**src/rtl/ffr_pkg.sv**
```systemverilog
package ffr_pkg;

    localparam int NFLAG  = 14;
    localparam int DATA_W = 16;
    localparam int ADDR_W = 4;
    localparam int NGRP   = 7;

    localparam logic [ADDR_W-1:0] A_FLAGS  = 4'd0;
    localparam logic [ADDR_W-1:0] A_STATUS = 4'd1;
    localparam logic [ADDR_W-1:0] A_LOCKS  = 4'd2;
    localparam logic [ADDR_W-1:0] A_GRP0   = 4'd3;

    typedef enum logic [2:0] {
        G_WORK    = 3'd0,
        G_SEQ_UP  = 3'd1,
        G_SEQ_DN  = 3'd2,
        G_SEQ_CFG = 3'd3,
        G_WDOG    = 3'd4,
        G_ALARM   = 3'd5,
        G_CTL     = 3'd6
    } grp_e;

    localparam int FORCE_BIT = 0;

    // flags that drive the reset output: enable-pin, self-test, regulator, thermal, ECC DED
    localparam logic [NFLAG-1:0] RST_MASK = 14'b01_0111_0010_0000;
    localparam logic [NFLAG-1:0] IRQ_MASK = {NFLAG{1'b1}};

    typedef logic [NGRP-1:0][DATA_W-1:0] grp_arr_t;

    typedef struct packed {
        logic irq_act;
        logic rst_act;
    } pin_state_t;

    function automatic logic [DATA_W-1:0] status_word(pin_state_t p);
        logic [DATA_W-1:0] w;
        w    = '0;
        w[0] = p.irq_act;
        w[1] = p.rst_act;
        return w;
    endfunction

    function automatic logic in_grp_range(logic [ADDR_W-1:0] a);
        return (a >= A_GRP0) && (int'(a) < int'(A_GRP0) + NGRP);
    endfunction

endpackage

```
**src/rtl/ffr_flag_bank.sv**
```systemverilog
module ffr_flag_bank #(
    parameter int N = 14
) (
    input  logic         clk,
    input  logic         rst,
    input  logic [N-1:0] set_i,
    input  logic [N-1:0] clr_i,
    output logic [N-1:0] flags_o
);
    logic [N-1:0] flags_q;

    // set has priority over a clear on the same bit
    always_ff @(posedge clk) begin
        if (rst) flags_q <= '0;
        else     flags_q <= (flags_q & ~clr_i) | set_i;
    end

    assign flags_o = flags_q;
endmodule

```
**src/rtl/ffr_lock_bank.sv**
```systemverilog
module ffr_lock_bank #(
    parameter int NG = 7,
    parameter int DW = 16
) (
    input  logic                   clk,
    input  logic                   rst,
    input  logic                   lock_wr,
    input  logic [NG-1:0]          lock_bits,
    input  logic [NG-1:0]          grp_wr,
    input  logic [DW-1:0]          wdata,
    output logic [NG-1:0]          locks_o,
    output logic [NG-1:0][DW-1:0]  grp_o
);
    logic [NG-1:0] locks_q;

    always_ff @(posedge clk) begin
        if (rst)          locks_q <= '0;
        else if (lock_wr) locks_q <= locks_q | lock_bits;
    end

    for (genvar g = 0; g < NG; g++) begin : g_reg
        logic [DW-1:0] r_q;
        always_ff @(posedge clk) begin
            if (rst)                          r_q <= '0;
            else if (grp_wr[g] && !locks_q[g]) r_q <= wdata;
        end
        assign grp_o[g] = r_q;
    end

    assign locks_o = locks_q;
endmodule

```
**src/rtl/ffr_pin_logic.sv**
```systemverilog
module ffr_pin_logic
    import ffr_pkg::*;
(
    input  logic [NFLAG-1:0] flags,
    input  logic             force_irq,
    output logic             irq_n,
    output logic             rst_n,
    output pin_state_t       pins
);
    always_comb begin
        pins.irq_act = (|(flags & IRQ_MASK)) | force_irq;
        pins.rst_act = |(flags & RST_MASK);
        irq_n        = ~pins.irq_act;
        rst_n        = ~pins.rst_act;
    end
endmodule

```
**src/rtl/fault_flag_reg.sv**
```systemverilog
module fault_flag_reg
    import ffr_pkg::*;
(
    input  logic              clk,
    input  logic              rst,
    input  logic              wr_en,
    input  logic [ADDR_W-1:0] addr,
    input  logic [DATA_W-1:0] wdata,
    output logic [DATA_W-1:0] rdata,
    input  logic [NFLAG-1:0]  set_pulse,
    output logic              irq_n,
    output logic              rst_n
);
    logic [NFLAG-1:0] flags_q;
    logic [NFLAG-1:0] clr_vec;
    logic [NGRP-1:0]  locks_q;
    logic [NGRP-1:0]  grp_wr;
    grp_arr_t         grp_q;
    logic             force_irq;
    pin_state_t       pins;

    assign clr_vec = (wr_en && addr == A_FLAGS) ? wdata[NFLAG-1:0] : '0;

    for (genvar g = 0; g < NGRP; g++) begin : g_dec
        assign grp_wr[g] = wr_en && (addr == A_GRP0 + ADDR_W'(g));
    end

    ffr_flag_bank #(.N(NFLAG)) u_flags (
        .clk(clk), .rst(rst), .set_i(set_pulse), .clr_i(clr_vec), .flags_o(flags_q)
    );

    ffr_lock_bank #(.NG(NGRP), .DW(DATA_W)) u_locks (
        .clk(clk), .rst(rst),
        .lock_wr(wr_en && addr == A_LOCKS), .lock_bits(wdata[NGRP-1:0]),
        .grp_wr(grp_wr), .wdata(wdata),
        .locks_o(locks_q), .grp_o(grp_q)
    );

    assign force_irq = grp_q[G_CTL][FORCE_BIT];

    ffr_pin_logic u_pins (
        .flags(flags_q), .force_irq(force_irq), .irq_n(irq_n), .rst_n(rst_n), .pins(pins)
    );

    always_comb begin
        rdata = '0;
        if (addr == A_FLAGS)          rdata = DATA_W'(flags_q);
        else if (addr == A_STATUS)    rdata = status_word(pins);
        else if (addr == A_LOCKS)     rdata = DATA_W'(locks_q);
        else if (in_grp_range(addr))  rdata = grp_q[3'(addr - A_GRP0)];
    end
endmodule

```
**config.mk**
```make
export PLATFORM = sky130hd
export DESIGN_NAME = fault_flag_reg
export DESIGN_NICKNAME = d
export VERILOG_FILES = /design/src/rtl/ffr_pkg.sv /design/src/rtl/ffr_flag_bank.sv /design/src/rtl/ffr_lock_bank.sv /design/src/rtl/ffr_pin_logic.sv /design/src/rtl/fault_flag_reg.sv
export SDC_FILE = /design/constraint.sdc
export NUM_CORES = 1
export LEC_CHECK = 0
export ABC_AREA = 1
export BUFFER_PORTS_ARGS = -buffer_cell sky130_fd_sc_hd__buf_2
export CORE_ASPECT_RATIO = 0.5
export CORE_MARGIN = 2
export CORE_UTILIZATION = 60
export CTS_CLUSTER_DIAMETER = 120
export CTS_CLUSTER_SIZE = 16
export DETAILED_ROUTE_END_ITERATION = 10
export PLACE_DENSITY_LB_ADDON = 0.2
export REMOVE_ABC_BUFFERS = 1
export SLEW_MARGIN = 20
export SYNTH_ARGS = -nofsm -noshare
export SYNTH_HDL_FRONTEND = slang
export SYNTH_SLANG_ARGS = --single-unit
```
**constraint.sdc**
```tcl
create_clock -name clk -period 5.1 [get_ports clk]
set_clock_uncertainty 0.05 [all_clocks]
set_input_delay 0 -clock clk [delete_from_list [all_inputs] [get_ports clk]]
set_output_delay 0 -clock clk [all_outputs]
set_load 0.03 [all_outputs]
```
Word level (Yosys, flattened, before mapping)
Cells that the tools add are included.
{"block": "totals", "out_inout_bits": 18, "word_cells": 63, "inputBits": 37, "regBits": 133}
{"block": "op_classes", "reduce_logical": 27, "bitwise_logic": 7, "muxes": 7, "addsub": 1, "magnitude_cmp": 3, "n_eq_ne": 9}
{"op": "$mux 16", "count": 5}
{"op": "$bmux 16 s3", "count": 1}
{"op": "$logic_and 1x1->1", "count": 17}
{"op": "$eq 4x3->1 const B", "count": 4}
{"op": "$and 14x14->14", "count": 1}
{"op": "$mux 14", "count": 1}
{"op": "$not 14->14", "count": 1}
{"op": "$or 14x14->14", "count": 1}
{"op": "$reduce_or 14->1", "count": 1}
{"op": "$eq 4x2->1 const B", "count": 2}
{"op": "$eq 4x4->1 const B", "count": 2}
{"op": "$logic_not 1->1", "count": 7}
{"op": "$or 7x7->7", "count": 1}
{"op": "$reduce_or 5->1", "count": 1}
{"op": "$eq 4x1->1 const B", "count": 1}
{"op": "$ge 4x2->1 const B", "count": 1}
{"op": "$logic_not 4->1", "count": 1}
{"op": "$lt 3x4->1 const B", "count": 1}
{"op": "$lt 4x4->1 const B", "count": 1}
{"op": "$sub 3x2->3 const B", "count": 1}
{"op": "$not 1->1", "count": 2}
{"op": "$or 1x1->1", "count": 1}

Longest topological paths before layout
Gate-level depths: netlist of run 1.
{"block": "depth", "depth_word": 7, "mapped_depth": 13, "depth_no_buf": 10}

Modules after synthesis
A second synthesis of run 1 with hierarchy kept.
{"block": "hier_totals", "cells_unflattened": 1147, "area_unflattened_um2": 7199.4}
{"mod": "ffr_lock_bank", "instances": 1, "area_each_um2": 4855.9, "cells_each": 660, "seq_area_each_um2": 2382.3}
{"mod": "fault_flag_reg", "instances": 1, "area_each_um2": 1654.1, "cells_each": 376, "seq_area_each_um2": 0.0}
{"mod": "ffr_flag_bank", "instances": 1, "area_each_um2": 519.2, "cells_each": 71, "seq_area_each_um2": 280.3}
{"mod": "ffr_pin_logic", "instances": 1, "area_each_um2": 170.2, "cells_each": 40, "seq_area_each_um2": 0.0}

Worst setup path after synthesis of run 1
Ideal clock, no wire load.
{"block": "synth_path", "path_kind": "input port to output port", "from": "input addr[0]", "to": "output rdata[15]", "n_path_buf": 4, "slack_ns": 3.018, "stages": 11, "arrival_ns": 2.032, "required_time_ns": 5.050, "path_cell_list": "buf_2 -> clkinv_1 -> buf_2 -> ha_1 -> inv_1 -> buf_2 -> buf_2 -> o21ai_0 -> o21ai_0 -> nand2_1 -> a21oi_1"}
{"block": "synth_between", "elab_chain_len": 7}
{"element": "start: declaration", "line": "fault_flag_reg.sv:7", "source": "input logic [ADDR_W-1:0] addr,"}
{"element": "$sub 3x2->3", "line": "fault_flag_reg.sv:50", "source": "else if (in_grp_range(addr)) rdata = grp_q[3'(addr - A_GRP0)];"}
{"element": "$bmux 16 s3", "line": "fault_flag_reg.sv:50"}
{"element": "$mux 16 (not written as such)", "line": "fault_flag_reg.sv:50"}
{"element": "$mux 16", "line": "fault_flag_reg.sv:50"}
{"element": "$mux 16", "line": "fault_flag_reg.sv:49", "source": "else if (addr == A_LOCKS) rdata = DATA_W'(locks_q);"}
{"element": "$mux 16", "line": "fault_flag_reg.sv:48", "source": "else if (addr == A_STATUS) rdata = status_word(pins);"}
{"element": "$mux 16 (*)", "line": "fault_flag_reg.sv:47", "source": "if (addr == A_FLAGS) rdata = DATA_W'(flags_q);"}
{"element": "end: declaration", "line": "fault_flag_reg.sv:9", "source": "output logic [DATA_W-1:0] rdata,"}
Every way passes the cells marked *; elsewhere a longest branch is shown, timed or not. The select of a mux whose other input is x is not followed.

Worst setup path in the final report of run 1
{"block": "layout_path", "from": "input addr[0]", "to": "register u_flags.flags_q[11] (netlist: u_flags.flags_o[11])"}
{"block": "layout_between", "elab_chain_len": 6}
{"element": "$logic_not 4->1", "line": "fault_flag_reg.sv:22", "source": "assign clr_vec = (wr_en && addr == A_FLAGS) ? wdata[NFLAG-1:0] : '0;"}
{"element": "$logic_and 1x1->1", "line": "fault_flag_reg.sv:22"}
{"element": "$mux 14", "line": "fault_flag_reg.sv:22"}
{"element": "$not 14->14", "line": "ffr_flag_bank.sv:15", "source": "else flags_q <= (flags_q & ~clr_i) | set_i;"}
{"element": "$and 14x14->14", "line": "ffr_flag_bank.sv:15"}
{"element": "$or 14x14->14", "line": "ffr_flag_bank.sv:15"}
{"element": "end signal: assignment", "line": "ffr_flag_bank.sv:15"}
{"element": "end: declaration", "line": "ffr_flag_bank.sv:10", "source": "logic [N-1:0] flags_q;"}
Every way passes these cells.
A chain may end at the register's enable or synchronous reset.

==> results of run 1 <==
worst paths after layout:
path / start / end / slack (ns) / cells past startpoint
min reg2reg: u_locks.g_reg[5].r_q[15]$_SDFFE_PP0P_ / u_locks.g_reg[5].r_q[15]$_SDFFE_PP0P_ / 0.41 / 2
min: wdata[12] / u_locks.g_reg[5].r_q[12]$_SDFFE_PP0P_ / 0.03 / 3
max reg2reg: u_locks.locks_o[0]$_SDFFE_PP0P_ / u_locks.g_reg[0].r_q[11]$_SDFFE_PP0P_ / 2.79 / 5
max: addr[0] / u_flags.flags_o[11]$_SDFF_PP0_ / 2.04 / 10
cells by family after synthesis:
kind of cell,Yosys count
buffers and inverters,157
adders and majority gates,4
AOI/OAI and AO/OA,199
DFF,133
and+or+nand+nor,386
metrics by stage:
stage	hold WS, ns	setup WS [ns]
4_1_cts	0.00456	2.13
3_3_place_gp	0.188	2.26
6_report	0.0252	2.04
3_5_place_dp	0.195	2.14
2_1_floorplan	0.0191	2.50
5_1_grt	0.0526	1.88
sequential cells by signal, summed over array words and instances, names as in the netlist:
| register | flops |
|---|---|
| u_flags.flags_o | 14 |
| u_locks.g.r_q | 112 |
| u_locks.locks_o | 7 |
layout by cell type, fill, tap and decap left out, drive strengths merged:
| cell type | instances |
|---|---|
| clkinv | 8 |
| nand4 | 3 |
| a31oi | 1 |
| o21ai | 45 |
| bufinv | 5 |
| clkinvlp | 2 |
| a211oi | 98 |
| dfxtp | 133 |
| nor2 | 155 |
| a21oi | 47 |
| ha | 4 |
| inv | 101 |
| buf | 63 |
| dlygate4sd3 | 30 |
| clkbuf | 17 |
| nand2 | 180 |
| nand3 | 44 |
| o211ai | 8 |
| nor3 | 4 |
area by class of cell:
type	count	area, um2	share of cell area, %
multi-input cells	589	2880	38.9
flip-flops and latches	133	2660	36.0
repair buffers	93	648	8.76
clock buffers	17	425	5.75
inverters	101	379	5.12
clock inverters	15	228	3.08
well taps	140	175	2.37
layer usage:
layer  part of all wire [%]  track usage [%]  wire length [um]
met1                     44             42.9              7700
met2                     45             53.7              7890
met3                    9.2             5.93              1610
met4                    2.0             12.3               352
met5                      0                0                 0
power by group through the flow:
stage | sequential (W) | combinational (W) | clock, W
2_1_floorplan | 0.00110 | 0.000171 | 0
3_3_place_gp | 0.00110 | 0.000277 | 0
3_5_place_dp | 0.00110 | 0.000280 | 0
4_1_cts | 0.00108 | 0.000302 | 0.00136
5_1_grt | 0.00109 | 0.000338 | 0.00141
6_report | 0.00108 | 0.000308 | 0.00136
critical path, cell delays in order:
cell and delay [ns]:
buf_2 0.11, clkinv_1 0.04, buf_4 0.39, ha_1 0.26
nand2_1 0.26, inv_1 0.57, nand2_1 0.62, o21ai_0 0.37
a21oi_1 0.09, dlygate4sd3_1 0.58
what timing repair did:
| item | in CTS | in global routing |
|---|---|---|
| hold buffers | 30 | 0 |
| endpoints found under the setup margin | 0 | 0 |
| hold endpoints to repair | 120 | 0 |
==> flow_summary_export.csv, run 1 <==
group,metric,value,unit
logic_synthesis,synth.most_common_cell,"nand2_1",
global_routing,grt_pass1_vias,5524,
timing,min_period_over_period,59.9,%
detailed_routing,post_drt_wl_per_cell,16.1,um
logic_synthesis,synthAdderAreaFrac,0.816,%
timing,worstMarginPinSlew,1.11,ns
timing,slew_viol_final,0,
detailed_routing,antenna_left,0,
status,status,"finished, final reports clean",
logic_synthesis,ys_seq_area_share,43.4,%
timing,rsz0062_at_grt,"no",
place,dp_cells,1026,
detailed_routing,routed-via-count,6121,
global_routing,grt_pass1_wl,27700,um
detailed_routing,drc_errors,0,
clock_network,clockBufferDepth,2,
logic_synthesis,synth_top_family_by_area,"simple AND/OR/NAND/NOR gates",
timing,fin_crit,3.06,ns
clock_network,cts.sinks,133,
power,comb_power_share,11.2,%
power,power.internal,0.00203,W
timing,setup_viol,0,
flow_run,cap_viol_max_count,0,
logic_synthesis,yosys-top-cells-area,"dfxtp_1 43%, a211oi_1 12%, nand2_1 11%",
logic_synthesis,synth_top_area_share,43.4,%
cells_and_area,final_cells,1088,
detailed_routing,drtIter0Drc,527,
logic_synthesis,synth_top_area_cell,"dfxtp_1",
floorplan,die_w,147,um
timing,finalSetupTns,0,ns
detailed_routing,drt-vias-per-instance,5.63,
logic_synthesis,synth_simple_gate_area_share,25.1,%
critical_path,cp.required,5.36,ns
cells_and_area,fin_util,73.4,%
timing,finalHoldViolCount,0,
power,switching_power,0.000714,W
clock_network,postCtsSetupBuffers,0,
floorplan,coreArea,10100,um2
clock_network,clkTransAtPathRegs,0.06,ns
logic_synthesis,synthArstFlopShare,0,%
critical_path,cp.arrival,3.31,ns
global_routing,grt_antenna_before_repair,0,
floorplan,die_h,75.5,um
logic_synthesis,synth.cell_area,6130,um2
power,p_total,0.00275,W
power,p_leak,3.09,nW
place,dp_hpwl,10200,um
power,irDropWorstVdd,0.283,mV
min_path,hold_path.class,"input port to flip-flop",
place,portBuffers,54,
cells_and_area,final_cell_area,7400,um2
timing,slew_headroom,26.2,%
floorplan,rows,26,
global_routing,grt_use_total,32.1,%
detailed_routing,dr.pass1.iters,5,
power,power_frac_clock,49.4,%
logic_synthesis,synth.distinct_cells,19,
logic_synthesis,synth_compound_gate_area_share,20.6,%
cells_and_area,drive_gt1_share,11.0,%
logic_synthesis,syn_avg_cell_area,6.97,um2
power,seqPwrFrac,39.4,%
logic_synthesis,ys.flop_type,"dfxtp_1",
cells_and_area,antenna_cells,0,
logic_synthesis,synth_edf_count,0,
logic_synthesis,synth-seq-cells,133,
logic_synthesis,synthMuxAreaShare,0,%
clock_network,cts_resized,0,
place,post_dp_cell_area,6450,um2
floorplan,die_area,11100,um2
critical_path,critPathMaxFanout,37,
clock_network,clk_latency,0.41,ns
floorplan,io_pins,55,
global_routing,overflow,0,
critical_path,critPathKind,"input port to flip-flop",
critical_path,start_kind,"input port",
cells_and_area,synthToLayoutAreaGrowth,20.7,%
cells_and_area,fillCellCount,769,
floorplan,start_util,60.8,%
logic_synthesis,synth-xor-area-share,0,%
timing,fmax,0.327,GHz
critical_path,end_kind,"flip-flop",
clock_network,cts_buffers,17,
clock_network,htreeDepth,4,
logic_synthesis,synth_common_cells,"180 x nand2_1, 153 x nor2_1, 133 x dfxtp_1, 98 x a211oi_1, 97 x inv_1",
detailed_routing,drt-total-wl,17600,um
place,place_congestion,0.906,
power,swShare,26.0,%
power,power_density,372,nW/um2
clock_network,cts_tree,"yes",
clock_network,root_buffer,"clkbuf_16",
logic_synthesis,ys_warn_count,0,
global_routing,grt_max_degree,84,
cells_and_area,final_nets,976,
logic_synthesis,syn_inst,879,
Note: power is estimated with default switching activity, not from simulation.
==> run 2: changes to the inputs <==
Settings changed: ABC_AREA 1 to 0, CORE_UTILIZATION 60 to 54.
Clock period 5.1 ns to 2.8 ns, I/O delays scaled along.
==> run 2 against run 1 <==
- area after synthesis is 0.47% lower
- wire length grew 1.5%
- cell area down 0.68%
- core utilization decreased by 6.6 points
- critical endpoint is now rdata[1]
- largest power group unchanged
- highest routed layer unchanged
==> flow_summary_export.csv, run 2 <==
group,metric,value,unit
cells_and_area,largest-register,"u_locks.g.r_q",
clock_network,cts_tree,"yes",
power,irDropWorstVdd,0.459,mV
logic_synthesis,ys_seq_area_share,43.6,%
logic_synthesis,synth_top_area_cell,"dfxtp_1",
clock_network,cts.sinks,133,
clock_network,root_buffer,"clkbuf_16",
detailed_routing,dr.pass1.iters,5,
timing,worstMarginPinSlew,0.921,ns
timing,fmax,0.438,GHz
cells_and_area,antenna_cells,0,
clock_network,clkTransAtPathRegs,0.06,ns
floorplan,io_pins,55,
flow_run,cap_viol_max_count,0,
logic_synthesis,yosys-top-cells-area,"dfxtp_1 44%, nand2_1 10%, mux2i_1 8.0%",
place,portBuffers,54,
detailed_routing,drc_errors,0,
logic_synthesis,ys_warn_count,0,
clock_network,htreeDepth,4,
global_routing,grt_pass1_wl,28000,um
timing,finalHoldViolCount,0,
cells_and_area,fillCellCount,931,
timing,fin_crit,2.28,ns
detailed_routing,antenna_left,0,
global_routing,grt_pass1_vias,5197,
clock_network,postCtsSetupBuffers,0,
place,place_congestion,0.816,
critical_path,cp.arrival,2.23,ns
cells_and_area,final_nets,813,
global_routing,grt_use_total,30.3,%
timing,slew_headroom,38.6,%
cells_and_area,synthToLayoutAreaGrowth,20.4,%
floorplan,start_util,55.4,%
clock_network,clk_latency,0.42,ns
cells_and_area,largest_reg_flops,112,
logic_synthesis,synth-seq-cells,133,
floorplan,die_w,154,um
cells_and_area,final_cell_mix,"165 x nand2_1, 133 x dfxtp_1, 86 x a21oi_1",
logic_synthesis,synth.cell_area,6100,um2
floorplan,die_h,79.2,um
detailed_routing,drt-total-wl,17800,um
logic_synthesis,ys.flop_type,"dfxtp_1",
cells_and_area,final_cell_area,7350,um2
floorplan,die_area,12200,um2
min_path,hold_path.class,"input port to flip-flop",
logic_synthesis,synth_top_area_share,43.6,%
logic_synthesis,synth_edf_count,0,
logic_synthesis,synth.most_common_cell,"nand2_1",
clock_network,cts-hold-fix-buffers,44,
logic_synthesis,syn_avg_cell_area,8.67,um2
critical_path,cp.required,2.75,ns
place,dp_hpwl,10500,um
critical_path,critPathMaxFanout,35,
floorplan,coreArea,11000,um2
detailed_routing,post_drt_wl_per_cell,19.2,um
status,status,"finished, final reports clean",
logic_synthesis,syn_inst,704,
logic_synthesis,synthArstFlopShare,0,%
critical_path,critPathKind,"input port to primary output",
global_routing,grt_max_degree,69,
detailed_routing,drt-vias-per-instance,5.86,
logic_synthesis,synth.distinct_cells,53,
global_routing,overflow,0,
critical_path,start_kind,"input port",
detailed_routing,routed-via-count,5451,
floorplan,rows,27,
clock_network,cts_buffers,17,
timing,finalSetupTns,0,ns
logic_synthesis,synth_common_cells,"165 x nand2_1, 133 x dfxtp_1, 86 x a21oi_1, 78 x nor2_1, 49 x mux2i_1",
cells_and_area,drive_gt1_share,18.5,%
timing,setup_viol,0,
clock_network,clockBufferDepth,2,
power,power_density,608,nW/um2
timing,min_period_over_period,81.6,%
timing,rsz0062_at_grt,"no",
timing,slew_viol_final,0,
place,post_dp_cell_area,6360,um2
detailed_routing,drtIter0Drc,452,
clock_network,cts_resized,0,
power,p_leak,2.81,nW
critical_path,end_kind,"primary output",
cells_and_area,final_common_cell,"nand2_1",
global_routing,grt_antenna_before_repair,0,
-- run 2: cell count changes after synthesis, sizes merged, moves of 39 or more --
cell,change
a211oi,-97
a21oi,+39
inv,-96
mux2i,+49
nand3,-43
nor2,-76
-- run 2: metal layers --
metal  wire length, um  track usage, %  share of wire [%]
met1              7810            41.9                 44
met2              8020            47.7                 45
met3              1740            7.53                9.8
met4               245            8.52                1.4
met5                 0               0                  0
-- run 2: stage by stage --
stage	cells	hold slack (ns)	util, %	worst slack (ns)	power [W]
floorplan	638	0.0191	-	0.0439	0.00218
global placement	854	0.153	57.8	0.606	0.00237
CTS	930	0.0332	66.7	0.552	0.00446
global route	930	0.0398	66.7	0.396	0.00461
detailed placement	854	0.161	57.8	0.557	0.00237
finish	930	0.0351	66.7	0.515	0.00447
-- run 2: worst paths after layout --
| check | start | to | slack, ns | cells past startpoint |
|---|---|---|---|---|
| worst max-delay path | addr[0] | rdata[1] | 0.52 | 9 |
| worst min-delay path | wr_en | u_locks.g_reg[0].r_q[0]$_SDFFE_PP0P_ | 0.04 | 4 |
| worst max register to register | u_locks.locks_o[4]$_SDFFE_PP0P_ | u_locks.g_reg[4].r_q[5]$_SDFFE_PP0P_ | 1.19 | 3 |
| worst min register to register | u_locks.g_reg[4].r_q[3]$_SDFFE_PP0P_ | u_locks.g_reg[4].r_q[3]$_SDFFE_PP0P_ | 0.40 | 2 |
-- run 2: worst max-delay path, cell delays in order --
cell      delay (ns)
buf_2           0.09
buf_4           0.43
ha_1            0.43
xor2_2          0.18
buf_4           0.36
a221oi_1        0.09
o32ai_1         0.24
o21a_1          0.19
buf_2           0.20
-- run 2: kinds of logic after synthesis --
kind of cell	share of synthesized area, %
flip-flops	43.6
AO/OA/AOI/OAI	13.6
multiplexers	16.7
AND/OR/NAND/NOR	19.0
buffers and inverters	5.88
adder cells (fa/ha/maj)	0.820
XOR/XNOR	0.287
-- run 2: where the power goes --
group / leakage [nW] / switching [W] / internal [W] / total (W)
clock: 0.258 / 0.000860 / 0.00121 / 0.00207
combinational: 1.47 / 0.000264 / 0.000175 / 0.000439
sequential: 1.08 / 0.0000287 / 0.00193 / 0.00196
total: 2.81 / 0.00115 / 0.00332 / 0.00447
-- run 2: layout make-up --
cell class / instances / area [um2] / area share [%]
sequential: 133 / 2660 / 36.2
timing repair buffer: 115 / 853 / 11.6
tap: 145 / 181 / 2.47
clock inverter: 13 / 111 / 1.52
inverter: 3 / 11.3 / 0.153
multi-input combinational: 502 / 3100 / 42.1
clock buffer: 19 / 433 / 5.89
==> run 3: changes to the inputs <==
Settings changed: CORE_UTILIZATION 54 to 59.
Clock period 2.8 ns to 2.4 ns, I/O delays scaled along.
==> run 3 against run 2 <==
- via count up 1.3%
- critical path depth up 1
- clock power is 25% higher
- first-iteration DRC count grew 12%
- core utilization increased by 7.5 points
- non-clock buffer count is 13 higher
- combinational power up 23%
- sequential share of layout area fell by 0.91 points
- total power increased by 21%
==> flow_summary_export.csv, run 3 (synthesis results as in run 2) <==
group,metric,value,unit
timing,slew_viol_final,0,
clock_network,clkTransAtPathRegs,0.06,ns
detailed_routing,post_drt_wl_per_cell,18.7,um
cells_and_area,largest-register,"u_locks.g.r_q",
detailed_routing,dr.pass1.iters,5,
cells_and_area,synthToLayoutAreaGrowth,23.5,%
cells_and_area,final_cells,937,
detailed_routing,antenna_left,0,
timing,rsz0062_at_grt,"no",
detailed_routing,drtIter0Drc,504,
timing,fin_crit,2.26,ns
power,power_density,717,nW/um2
place,place_congestion,0.849,
timing,min_period_over_period,94.1,%
power,p_total,0.00541,W
cells_and_area,drive_gt1_share,19.4,%
critical_path,critPathBufInv,5,
floorplan,coreArea,10100,um2
power,irDropWorstVdd,0.557,mV
global_routing,grt_pass1_wl,27900,um
critical_path,critPathMaxFanout,15,
timing,setup_viol,0,
timing,fmax,0.443,GHz
clock_network,clockBufferDepth,2,
clock_network,root_buffer,"clkbuf_16",
timing,finalHoldViolCount,0,
detailed_routing,drt-vias-per-instance,5.89,
cells_and_area,largest_reg_flops,112,
clock_network,cts_tree,"yes",
global_routing,grt_max_degree,54,
timing,worstMarginPinSlew,0.863,ns
cells_and_area,final_cell_mix,"165 x nand2_1, 133 x dfxtp_1, 86 x a21oi_1",
detailed_routing,drc_errors,0,
global_routing,overflow,0,
place,pre_cts_slack,0.294,ns
clock_network,cts_buffers,17,
place,dp_hpwl,10500,um
floorplan,die_w,148,um
detailed_routing,drt-total-wl,17500,um
cells_and_area,final_common_cell,"nand2_1",
critical_path,crit_family,"buffers and inverters",
flow_run,cap_viol_max_count,0,
global_routing,grt_pass1_vias,5361,
place,portBuffers,54,
detailed_routing,routed-via-count,5522,
critical_path,crit_chain,"buf_2 > inv_1 > ha_2 > buf_4 > and4bb_4 > nand2_1 > a21oi_1 > dlygate4sd3_1 > nor2_1 > dlygate4sd3_1",
timing,slew_headroom,42.5,%
critical_path,critPathKind,"input port to flip-flop",
min_path,hold_path.class,"input port to flip-flop",
floorplan,io_pins,55,
clock_network,htreeDepth,4,
floorplan,start_util,60.1,%
critical_path,slowest_stage,"dlygate4sd3_1",
floorplan,rows,26,
timing,finalWorstSetupSlack,0.141,ns
critical_path,cp_slowest_stage_delay,0.57,ns
critical_path,cp.arrival,2.51,ns
critical_path,start_kind,"input port",
cells_and_area,antenna_cells,0,
cells_and_area,final_nets,826,
power,p_leak,2.91,nW
floorplan,die_h,75.9,um
critical_path,cp.required,2.65,ns
timing,worst_hold_slack,0.0835,ns
global_routing,grt_use_total,32.4,%
clock_network,cts.sinks,133,
place,dp_cells,857,
critical_path,end_kind,"flip-flop",
floorplan,die_area,11200,um2
status,status,"finished, final reports clean",
critical_path,crit_top_cell,"dlygate4sd3_1",
clock_network,clk_latency,0.42,ns
clock_network,cts_resized,0,
global_routing,grt_antenna_before_repair,0,
[run 3: per-layer routing]
layer | vias up | global-route usage [%] | wire length [um]
met5 | - | 0 | 0
met2 | 307 | 49.0 | 7820
met1 | 2610 | 44.6 | 7360
li1 | 2552 | - | -
met4 | 0 | 12.8 | 461
met3 | 53 | 8.55 | 1870
[run 3: where the power goes]
part / internal [W] / switching (W) / leakage (nW)
logic: 0.000224 / 0.000314 / 1.55
clock network: 0.00163 / 0.000956 / 0.285
registers: 0.00225 / 0.0000322 / 1.08
total: 0.00410 / 0.00130 / 2.91
[run 3: path summary, 6_finish.rpt]
| kind | startpoint | to | slack, ns | cells past startpoint |
|---|---|---|---|---|
| max reg2reg | u_flags.flags_o[9]$_SDFF_PP0_ | u_flags.flags_o[9]$_SDFF_PP0_ | 0.60 | 4 |
| min | wr_en | u_locks.g_reg[2].r_q[4]$_SDFFE_PP0P_ | 0.08 | 5 |
| min reg2reg | u_locks.g_reg[4].r_q[6]$_SDFFE_PP0P_ | u_locks.g_reg[4].r_q[6]$_SDFFE_PP0P_ | 0.40 | 2 |
| max | addr[0] | u_flags.flags_o[9]$_SDFF_PP0_ | 0.14 | 10 |
[run 3: cell type report]
cell class | count | area, um2
multi-input cells | 502 | 3100
flip-flops and latches | 133 | 2660
repair buffers | 128 | 1010
well taps | 140 | 175
clock inverters | 8 | 98.8
fillers | 743 | 2610
clock buffers | 23 | 488
inverters | 3 | 11.3
[run 3: tightest hold or removal path: stages]
cell,delay [ns]
buf_2,0.14
nand3b_4,0.14
nor3b_2,0.10
nand2_1,0.07
a21oi_1,0.05
[run 3: per-stage QoR]
stage	setup TNS (ns)	util, %	cell area, um2
floorplan	-0.356	-	5750
global placement	0	63.7	6470
detailed placement	0	63.7	6470
CTS	0	74.1	7520
global route	0	74.3	7540
finish	0	74.3	7540
[run 3: what timing repair did]
item,in CTS,in global routing
hold endpoints to repair,133,0
hold buffers,46,0
endpoints found under the setup margin,0,1
buffers inserted,0,3
